===== src/rtl/dr_sbox.sv =====
module dr_sbox #(
  parameter int N = 4,
  parameter logic [N*(1<<N)-1:0] SBOX = 64'h2174_8FE3_DA09_B65C
) (
  input  logic         clk,
  input  logic         rst_n,
  input  logic [N-1:0] din,
  input  logic [N-1:0] key,
  output logic         eval_ph,
  output logic [N-1:0] q_t,
  output logic [N-1:0] q_f,
  output logic         illegal
);
  localparam int M = 1 << N;

  typedef struct packed { logic t; logic f; } rail_t;

  function automatic rail_t dr_and(rail_t a, rail_t b);
    rail_t r;
    r.t = a.t & b.t;
    r.f = a.f | b.f;
    return r;
  endfunction

  function automatic rail_t dr_or(rail_t a, rail_t b);
    rail_t r;
    r.t = a.t | b.t;
    r.f = a.f & b.f;
    return r;
  endfunction

  function automatic rail_t dr_not(rail_t a);
    rail_t r;
    r.t = a.f;
    r.f = a.t;
    return r;
  endfunction

  function automatic rail_t dr_aoi22(rail_t a, rail_t b, rail_t c, rail_t d);
    return dr_not(dr_or(dr_and(a, b), dr_and(c, d)));
  endfunction

  function automatic rail_t dr_xor(rail_t a, rail_t b);
    return dr_not(dr_aoi22(a, dr_not(b), dr_not(a), b));
  endfunction

  logic [N-1:0] din_q, key_q;

  always_ff @(posedge clk or negedge rst_n) begin
    if (!rst_n) begin
      eval_ph <= 1'b0;
      din_q   <= '0;
      key_q   <= '0;
    end else begin
      eval_ph <= ~eval_ph;
      if (!eval_ph) begin
        din_q <= din;
        key_q <= key;
      end
    end
  end

  rail_t a [N];
  rail_t k [N];
  rail_t x [N];
  rail_t mt [M];

  for (genvar i = 0; i < N; i++) begin : g_in
    assign a[i].t = eval_ph &  din_q[i];
    assign a[i].f = eval_ph & ~din_q[i];
    assign k[i].t = eval_ph &  key_q[i];
    assign k[i].f = eval_ph & ~key_q[i];
    assign x[i]   = dr_xor(a[i], k[i]);
  end

  for (genvar j = 0; j < M; j++) begin : g_min
    always_comb begin
      rail_t acc;
      acc = ((j & 1) != 0) ? x[0] : dr_not(x[0]);
      for (int b = 1; b < N; b++)
        acc = dr_and(acc, ((j >> b) & 1) != 0 ? x[b] : dr_not(x[b]));
      mt[j] = acc;
    end
  end

  always_comb begin
    q_t = '0;
    q_f = '0;
    for (int i = 0; i < N; i++)
      for (int j = 0; j < M; j++)
        if (SBOX[j*N+i]) q_t[i] = q_t[i] | mt[j].t;
        else             q_f[i] = q_f[i] | mt[j].t;
  end

  always_comb begin
    illegal = |(q_t & q_f);
    for (int i = 0; i < N; i++)
      illegal = illegal | (x[i].t & x[i].f);
    for (int j = 0; j < M; j++)
      illegal = illegal | (mt[j].t & mt[j].f);
  end
endmodule



===== config.mk =====
export PLATFORM = sky130hd
export DESIGN_NAME = dr_sbox
export DESIGN_NICKNAME = d
export VERILOG_FILES = /design/src/rtl/dr_sbox.sv
export SDC_FILE = /design/constraint.sdc
export NUM_CORES = 1
export LEC_CHECK = 0
export ABC_AREA = 1
export BUFFER_PORTS_ARGS = -buffer_cell sky130_fd_sc_hd__buf_2
export CAP_MARGIN = 20
export CORE_MARGIN = 1.5
export CORE_UTILIZATION = 35
export DETAILED_ROUTE_END_ITERATION = 8
export SYNTH_ARGS = -nofsm -noshare
export SYNTH_HDL_FRONTEND = slang
export SYNTH_SLANG_ARGS = --single-unit

===== constraint.sdc =====
create_clock -name clk -period 1.3 [get_ports clk]
set_input_delay 0 -clock clk [delete_from_list [all_inputs] [get_ports clk]]
set_output_delay 0 -clock clk [all_outputs]
set_load 0.03 [all_outputs]

Word level (Yosys, flattened, before mapping)

Index checks and enable logic that the tools add are counted.

Register bits: 9
Bits of input ports: 10
Output and inout bits: 10
Logic and storage cells: 205

Bitwise operators: 201
Reduce and logical (&&, ||, !) cells: 1

Operators with widths:

| cell             | number |
|---|---|
| $or A1 B1 Y1     | 115 |
| $and A1 B1 Y1    | 76 |
| $not A1 Y1       | 9 |
| $and A4 B4 Y4    | 1 |
| $reduce_or A4 Y1 | 1 |

Longest topological paths before layout

Gate-level depths: netlist of run 1.

Word-level depth: 36
Depth in mapped cells: 9

Least setup slack after synthesis of run 1

OpenSTA, ideal clock, no wires.

Kind: reg-to-output
Start: reg eval_ph
End: out q_t[0]
Arrival time: 1.466 ns
Data required time: 1.300 ns
Slack: -0.166 ns
Cell stages (with the launch flop): 9
Buffers on the path: 2
Cells stage by stage: dfrtp_1 > buf_6 > buf_12 > nand3_2 > nand2_4 > nand4_2 > nand2_1 > nor2_1 > nand2_1

Word-level cells in the longest chain between the ends: 13
Elaborated cells on any way between the ends: 67
Those cells by class: 67 x bitwise

Ends and longest elaborated chain:

| what                                          | line   | source |
|---|---|---|
| start, declared                               | 9      | `output logic eval_ph,` |
| start signal, assigned                        | 55     | `eval_ph <= ~eval_ph;` |
| $and A1 B1 Y1 (on tied branches)              | -      |  |
| $and A1 B1 Y1 or $or A1 B1 Y1 (tied branches) | 20, 21 |  |
| $or A1 B1 Y1 or $and A1 B1 Y1 (tied branches) | 27, 28 |  |
| $and A1 B1 Y1 (3 in a row)                    | 20     | `r.t = a.t & b.t;` |
| $or A1 B1 Y1 (6 in a row)                     | 91     | `if (SBOX[j*N+i]) q_t[i] = q_t[i] \| mt[j].t;` |
| $or A1 B1 Y1 (*)                              | 91     |  |
| end, declared                                 | 10     | `output logic [N-1:0] q_t,` |

Every way passes the cells marked *; elsewhere a longest branch is shown, timed or not.

Worst setup path in the final report of run 1

Start: reg key_q[2]
End: out q_t[2]

Word-level cells in the longest chain between the ends: 13
Elaborated cells on any way between the ends: 30
Those cells by class: 30 x bitwise

Ends and longest elaborated chain:

| what                       | line | source |
|---|---|---|
| start, declared            | 47   | `logic [N-1:0] din_q, key_q;` |
| start signal, assigned     | 58   | `key_q <= key;` |
| $not A1 Y1                 | 72   | `assign k[i].f = eval_ph & ~key_q[i];` |
| $and A1 B1 Y1              | 72   |  |
| $or A1 B1 Y1               | 21   | `r.f = a.f \| b.f;` |
| $and A1 B1 Y1              | 28   | `r.f = a.f & b.f;` |
| $and A1 B1 Y1 (2 in a row) | 20   |  |
| $or A1 B1 Y1 (6 in a row)  | 91   |  |
| $or A1 B1 Y1 (*)           | 91   |  |

Marks and branches as above.

==> results.txt, run 1 <==
----------------------------------------------------
[Worst setup path]
  R2R depth ... 4
  Reg-to-reg startpoint ... eval_ph$_DFF_PN0_
  Count of buffer and inverter cells on the critical path ... 2
  Register-to-register path setup slack ... 0.15 ns
  Element type at the critical path start ... register
  Critical Path Max Stage Delay ... 0.44 ns
  Cell at the slowest stage of the critical path ... sky130_fd_sc_hd__dfrtp_1
  Crit path required time ... 1.30 ns
  Worst reg2reg path endpoint ... din_q[3]$_DFFE_PN0N_
  Crit path arrival time ... 1.67 ns
  Nature of the critical path endpoint ... output port
  Maximum fanout count along the critical path ... 8
  Sequence of cells on the critical path ... inv_1, nand3_4, nand2_4, nand4_1, nand2_2, nor2_2, nand2_2, buf_6
  Worst path top cell family by delay ... simple AND/OR/NAND/NOR gates
  Most common cell on crit path ... sky130_fd_sc_hd__nand2_2
  CP startpoint ... key_q[2]$_DFFE_PN0N_
  Start-to-end type of the worst setup path ... reg2out

[Final layout]
  Layout cell share with drive strength beyond 1 ... 54.6%
  Number of inserted diodes ... 0
  Area added between synthesis and finish ... 51.1%
  Fill cell instance count of the final layout ... 208
  Commonest non-fill, non-tap cell in the layout ... sky130_fd_sc_hd__nand2_1
  FF+latch area ... 229 um^2
  Footprint of the multi-input gates ... 688 um^2
  Commonest cells after routing, fill and taps aside ... sky130_fd_sc_hd__nand2_1 (23), sky130_fd_sc_hd__nand2_2 (15), sky130_fd_sc_hd__nand4_1 (12), sky130_fd_sc_hd__nor2_2 (12), sky130_fd_sc_hd__buf_2 (10)
  Nets@finish ... 163

[Floorplan]
  Row count ... 17
  Die extent in y ... 52.6 um
  Floorplan core area ... 2280 um^2
  Die Area ... 2770 um^2
  Die Width ... 52.6 um
  IO Pins ... 20
  Initial Utilization ... 37.9%

[Timing]
  Number of setup violations in the final report ... 8
  Max Slew Vio Count ... 0
  Period Utilization, post-route ... 129%
  Fin crit period ... 1.67 ns
  Hold violation count in the final report ... 0
  Crit path setup slack, layout ... -0.373 ns
  Highest achievable clock rate ... 0.598 GHz
  Skew final ... 0.00149 ns
  RSZ-0062 raised after global routing ... yes
  Setup TNS Final ... -2.86 ns

[Synthesis]
  Syn avg cell area ... 7.18 um^2
  Count of different cell masters after synthesis ... 18
  Total nets after synthesis ... 130
  Post-synthesis sequential area ratio ... 26.1%
  Number of warning messages in the yosys log ... 0
  Number of flip-flops and latches in the synthesized netlist ... 9
  Cell area after technology mapping ... 862 um^2
  Number of instances in the synthesized netlist ... 120

[Clock network]
  Clock Path Buffers ... 2
  Clock latency on the worst-skew pair ... 0.25 ns
  Count of H-tree levels built during CTS ... 1
  CTS tree ... done
  Number of buffers added by the clock tree synthesis step ... 3
  Clock slew seen by the registers of the worst setup and hold paths ... 0.06 ns
  CTS Root Buffer Type ... sky130_fd_sc_hd__clkbuf_4
  Clock sink total ... 9

[Place]
  Worst slack at placement ... -0.226 ns
  Routability cong. ... 0.778
  Port Buffers ... 18
  Post-detailed-placement half-perimeter wirelength ... 1450 um

[Routing]
  Iteration-0 DRC Markers ... 12
  Total detailed-routing wirelength ... 2010 um
  Remaining antenna violation count after routing ... 0
  Via count ... 875
  Number of vias per cell after detailed routing ... 4.86
  Wire length per cell after detailed routing ... 11.2 um
  Initial DRT Pass Iterations ... 4
  DRC violation count after routing ... 0

[Global route]
  GRT Util Overall ... 17.1%
  Number of antenna violations at the first check in global routing ... 0
  Global-route wire length before repair ... 3590 um
  Via count of the first global-routing pass ... 891
  Pin count of the biggest net entering global routing ... 17
  Total congestion overflow ... 0

[Run status]
  Run status ... finished with violations
  Failing checks ... setup timing

[Power and ir drop]
  Pwr Density ... 756 nW/um^2
  Total leakage power ... 0.674 nW
  VDD IR-drop max ... 0.458 mV
  Total chip power ... 0.985 mW

[Run]
  Max-cap violation count ... 0

[Worst hold path]
  HP Class ... in2async

----------------------------------------------------
[state kept, by name, summed over array words and instances (netlist names)]
| register | cells |
|---|---|
| din_q | 4 |
| key_q | 4 |
| eval_ph | 1 |
[worst reg2reg max path, cell delays in order (launching register included)]
cell and delay, ns:
sky130_fd_sc_hd__dfrtp_4 0.51, sky130_fd_sc_hd__buf_12 0.16, sky130_fd_sc_hd__buf_4 0.14, sky130_fd_sc_hd__inv_4 0.11, sky130_fd_sc_hd__o21ai_0 0.11
[cell type report]
| cell class | instances | share of cell area [%] |
|---|---|---|
| Multi-Input combinational cell | 97 | 52.8 |
| Tap cell | 28 | 2.69 |
| Clock buffer | 4 | 2.02 |
| Sequential cell | 9 | 17.6 |
| Inverter | 10 | 3.07 |
| Timing Repair Buffer | 32 | 21.8 |
[cell usage after synthesis]
cell type	count	area, um^2
sky130_fd_sc_hd__dfrtp_1	9	225
sky130_fd_sc_hd__buf_12	1	20.0
sky130_fd_sc_hd__o21ai_0	6	30.0
sky130_fd_sc_hd__nand2_4	7	78.8
sky130_fd_sc_hd__nand3_1	5	25.0
sky130_fd_sc_hd__nand2_1	37	139
sky130_fd_sc_hd__nand2_2	1	6.26
sky130_fd_sc_hd__nor2_1	14	52.6
sky130_fd_sc_hd__inv_1	7	26.3
sky130_fd_sc_hd__nand4_1	12	75.1
sky130_fd_sc_hd__inv_2	3	11.3
sky130_fd_sc_hd__buf_2	1	5.00
sky130_fd_sc_hd__buf_4	1	7.51
sky130_fd_sc_hd__nand3_2	9	90.1
sky130_fd_sc_hd__o21ai_1	1	5.00
sky130_fd_sc_hd__conb_1	1	3.75
sky130_fd_sc_hd__nand4_2	4	50.1
sky130_fd_sc_hd__buf_6	1	11.3
[metal layers]
metal | up-vias | global-route usage (%) | wire [um]
met5 | - | 0 | 0
met4 | 0 | 6.41 | 0
met3 | 0 | 0.857 | 35
met2 | 15 | 33.5 | 1140
met1 | 394 | 19.0 | 835
li1 | 466 | - | -
[worst max path at each step]
stage	to	slack [ns]	cells past startpoint
floorplan	q_f[1]	-0.06	8
CTS	q_f[0]	-0.37	8
global route	q_t[2]	-0.46	9
finish	q_t[2]	-0.37	8
detailed placement	q_t[1]	-0.23	9
global placement	q_f[3]	-0.18	9
[kinds of logic (layout without fill, tap and decap cells)]
group                  Yosys count  after routing  share of synthesized area [%]
buffers and inverters           14             46                           9.43
other                            1              1                          0.435
AOI/OAI and AO/OA                7              7                           4.06
and+or+nand+nor                 89             89                           59.9
DFF                              9              9                           26.1
[power by group]
part	leakage, nW	internal, mW	switching [mW]
Combinational	0.557	0.193	0.277
Sequential	0.103	0.293	0.0136
Clock	0.0150	0.118	0.0899
[repair_timing]
item                                    CTS  global route
endpoints found under the setup margin    8            10
pin swaps                                18            10
resized for setup                        29            20
gates cloned                              0             0
hold buffers                              9             0
buffers inserted                          2             0
endpoints found under the hold margin    17             0
[metrics by stage]
stage | instances | area [um^2] | hold slack (ns) | util, %
final | 180 | 1300 | 0.125 | 57.2
after global routing | 180 | 1300 | 0.127 | 57.2
after CTS | 180 | 1230 | 0.112 | 54.3
after detailed placement | 165 | 1000 | -0.142 | 44.1
after global placement | 165 | 1000 | -0.143 | 44.1
after floorplan | 120 | 901 | -0.296 | -
Note: power is estimated with default switching activity, not from simulation.
==> inputs of run 2 (changes only) <==
--- a/config.mk
+++ b/config.mk
@@ -11,6 +11,7 @@
 export CORE_MARGIN = 1.5
 export CORE_UTILIZATION = 35
 export DETAILED_ROUTE_END_ITERATION = 8
+export RECOVER_POWER = 50
 export SYNTH_ARGS = -nofsm -noshare
 export SYNTH_HDL_FRONTEND = slang
 export SYNTH_SLANG_ARGS = --single-unit
==> run 2 against run 1 <==
Compared with the run above: the flow still finishes with violations (setup timing); routed wire length stayed put; sequential share of layout area about the same; flip-flop and latch count is the same; core utilization decreased by 0.055 points; cell count is the same; fmax barely moved; clock power barely moved; critical path type unchanged.
==> results.txt, run 2 (synthesis gave the netlist of run 1 again) <==
----------------------------------------------------
[Routing]
  Number of vias per cell after detailed routing ... 4.85 (-0.23%)
  Via count ... 873 (-0.23%)
  Initial DRT Pass Iterations ... 4 (unchanged)
  Wire length per cell after detailed routing ... 11.2 um (unchanged)
  Total detailed-routing wirelength ... 2010 um (unchanged)
  Iteration-0 DRC Markers ... 12 (unchanged)
  Remaining antenna violation count after routing ... 0 (unchanged)
  DRC violation count after routing ... 0 (unchanged)

[Power and ir drop]
  Combinational fraction of design power ... 47.8% (about the same)
  Total leakage power ... 0.671 nW (-0.41%)
  Net switching component of the power ... 0.381 mW (about the same)
  Clk network pwr share ... 21.1% (about the same)
  Pwr Density ... 757 nW/um^2 (about the same)
  VDD IR-drop max ... 0.457 mV (-0.11%)
  Net switching fraction of the power ... 38.7% (about the same)
  Register share of total power ... 31.1% (about the same)
  Int Pwr ... 0.604 mW (about the same)

[Global route]
  Global Route met1 Usage ... 19.0% (unchanged)
  GRT met3 Usage ... 0.857% (unchanged)
  Most heavily used metal layer in global routing ... met2
  Number of antenna violations at the first check in global routing ... 0 (unchanged)
  Pin count of the biggest net entering global routing ... 17 (unchanged)
  Global-route wire length before repair ... 3590 um (unchanged)
  Met2 Usage GRT ... 33.5% (unchanged)
  GRT Util Overall ... 17.1% (unchanged)
  Via count of the first global-routing pass ... 891 (unchanged)
  Total congestion overflow ... 0 (unchanged)

[Worst setup path]
  Nature of the critical path endpoint ... output port
  Register-to-register path setup slack ... 0.15 ns (about the same)
  Maximum fanout count along the critical path ... 8 (unchanged)
  Crit path required time ... 1.30 ns (about the same)
  R2R depth ... 4 (unchanged)
  CP startpoint ... key_q[2]$_DFFE_PN0N_
  Reg-to-reg startpoint ... eval_ph$_DFF_PN0_
  Start-to-end type of the worst setup path ... reg2out
  Crit path arrival time ... 1.67 ns (about the same)
  Worst reg2reg path endpoint ... din_q[3]$_DFFE_PN0N_
  Element type at the critical path start ... register

[Final layout]
  Non-Filler Instances ... 180 (unchanged)
  Final core area utilization ... 57.2% (about the same)
  Largest regs ... din_q: 4 flops, key_q: 4 flops, eval_ph: 1 flops
  Number of inserted diodes ... 0 (unchanged)
  FF+latch area ... 229 um^2 (unchanged)
  Commonest cells after routing, fill and taps aside ... sky130_fd_sc_hd__nand2_1 (23), sky130_fd_sc_hd__nand2_2 (15), sky130_fd_sc_hd__nand4_1 (12), sky130_fd_sc_hd__nor2_2 (12)
  Nets@finish ... 163 (unchanged)
  Footprint of the multi-input gates ... 688 um^2 (unchanged)
  Commonest non-fill, non-tap cell in the layout ... sky130_fd_sc_hd__nand2_1
  Fill cell instance count of the final layout ... 208 (unchanged)
  Layout cell share with drive strength beyond 1 ... 53.9% (-0.66 points)
  Area added between synthesis and finish ... 50.9% (about the same)

[Timing]
  Max Slew Vio Count ... 0 (unchanged)
  Crit path setup slack, layout ... -0.373 ns (-0.0000910 ns)
  Number of setup violations in the final report ... 8 (unchanged)
  RSZ-0062 raised after global routing ... yes
  Skew final ... 0.00149 ns (+0.0000000300 ns)
  Highest achievable clock rate ... 0.598 GHz (about the same)
  Setup TNS Final ... -2.86 ns (+0.00189 ns)
  Fin crit period ... 1.67 ns (+0.0000910 ns)
  Period Utilization, post-route ... 129% (about the same)
  Hold violation count in the final report ... 0 (unchanged)

[Floorplan]
  Initial Utilization ... 37.9% (unchanged)
  Floorplan core area ... 2280 um^2 (unchanged)
  Row count ... 17 (unchanged)
  Die Area ... 2770 um^2 (unchanged)
  Die extent in y ... 52.6 um (unchanged)
  Die Width ... 52.6 um (unchanged)
  IO Pins ... 20 (unchanged)

[Place]
  Post-Place Cells ... 165 (unchanged)
  Port Buffers ... 18 (unchanged)
  Routability cong. ... 0.778 (unchanged)
  Post-detailed-placement half-perimeter wirelength ... 1450 um (unchanged)

[Clock network]
  Clock slew seen by the registers of the worst setup and hold paths ... 0.06 ns (about the same)
  Count of H-tree levels built during CTS ... 1 (unchanged)
  Clock Path Buffers ... 2 (unchanged)
  CTS Root Buffer Type ... sky130_fd_sc_hd__clkbuf_4
  CTS tree ... done
  Clock latency on the worst-skew pair ... 0.25 ns (about the same)
  Clock sink total ... 9 (unchanged)
  Number of buffers added by the clock tree synthesis step ... 3 (unchanged)

[Run status]
  Run status ... finished with violations
  Failing checks ... setup timing

[Run]
  Max-cap violation count ... 0 (unchanged)

[Worst hold path]
  HP Class ... in2async

----------------------------------------------------
[run 2: worst max-delay path by stage]
stage	end	slack, ns
finish	q_t[2]	-0.37
detailed placement	q_t[1]	-0.23
floorplan	q_f[1]	-0.06
global placement	q_f[3]	-0.18
CTS	q_f[0]	-0.37
global route	q_t[2]	-0.46
[run 2: stage by stage]
step / setup slack (ns) / power (mW) / hold slack (ns) / area (um^2)
final: -0.373 / 0.984 / 0.213 / 1300
after global routing: -0.464 / 1.05 / 0.241 / 1300
after CTS: -0.369 / 0.967 / 0.112 / 1230
after detailed placement: -0.226 / 0.670 / -0.142 / 1000
after global placement: -0.175 / 0.663 / -0.143 / 1000
after floorplan: -0.0583 / 0.583 / -0.296 / 901
[run 2: worst max-delay path: stages (launching register included)]
cell and delay (ns):
sky130_fd_sc_hd__dfrtp_1 0.44, sky130_fd_sc_hd__inv_1 0.20, sky130_fd_sc_hd__nand3_4 0.10, sky130_fd_sc_hd__nand2_4 0.12
sky130_fd_sc_hd__nand4_1 0.19, sky130_fd_sc_hd__nand2_2 0.16, sky130_fd_sc_hd__nor2_2 0.05, sky130_fd_sc_hd__nand2_2 0.05
sky130_fd_sc_hd__buf_6 0.12
[run 2: final cells by class]
| class | count | share of cell area [%] |
|---|---|---|
| Timing Repair Buffer | 32 | 21.7 |
| Clock buffer | 4 | 2.02 |
| Inverter | 10 | 3.08 |
| Sequential cell | 9 | 17.6 |
| Tap cell | 28 | 2.69 |
| Multi-Input combinational cell | 97 | 52.9 |
[run 2: layer usage]
layer / wire length [um] / share of wire, % / vias to the layer above
met4: 0 / 0 / 0
li1: - / - / 466
met3: 35 / 1.7 / 0
met2: 1150 / 57 / 15
met5: 0 / 0 / -
met1: 828 / 41 / 392
[run 2: what timing repair did]
action / 4_1_cts / 5_1_grt
pin swaps: 18 / 10
gates resized for setup: 29 / 20
setup buffers: 2 / 0
hold buffers: 9 / 0
hold endpoints to repair: 17 / 0
endpoints found under the setup margin: 8 / 10
[run 2: power by group through the flow]
stage | sequential, mW | combinational (mW) | clock [mW]
after floorplan | 0.308 | 0.275 | 0
after global placement | 0.309 | 0.354 | 0
after detailed placement | 0.309 | 0.360 | 0
after CTS | 0.305 | 0.445 | 0.217
after global routing | 0.307 | 0.510 | 0.234
final | 0.307 | 0.470 | 0.208
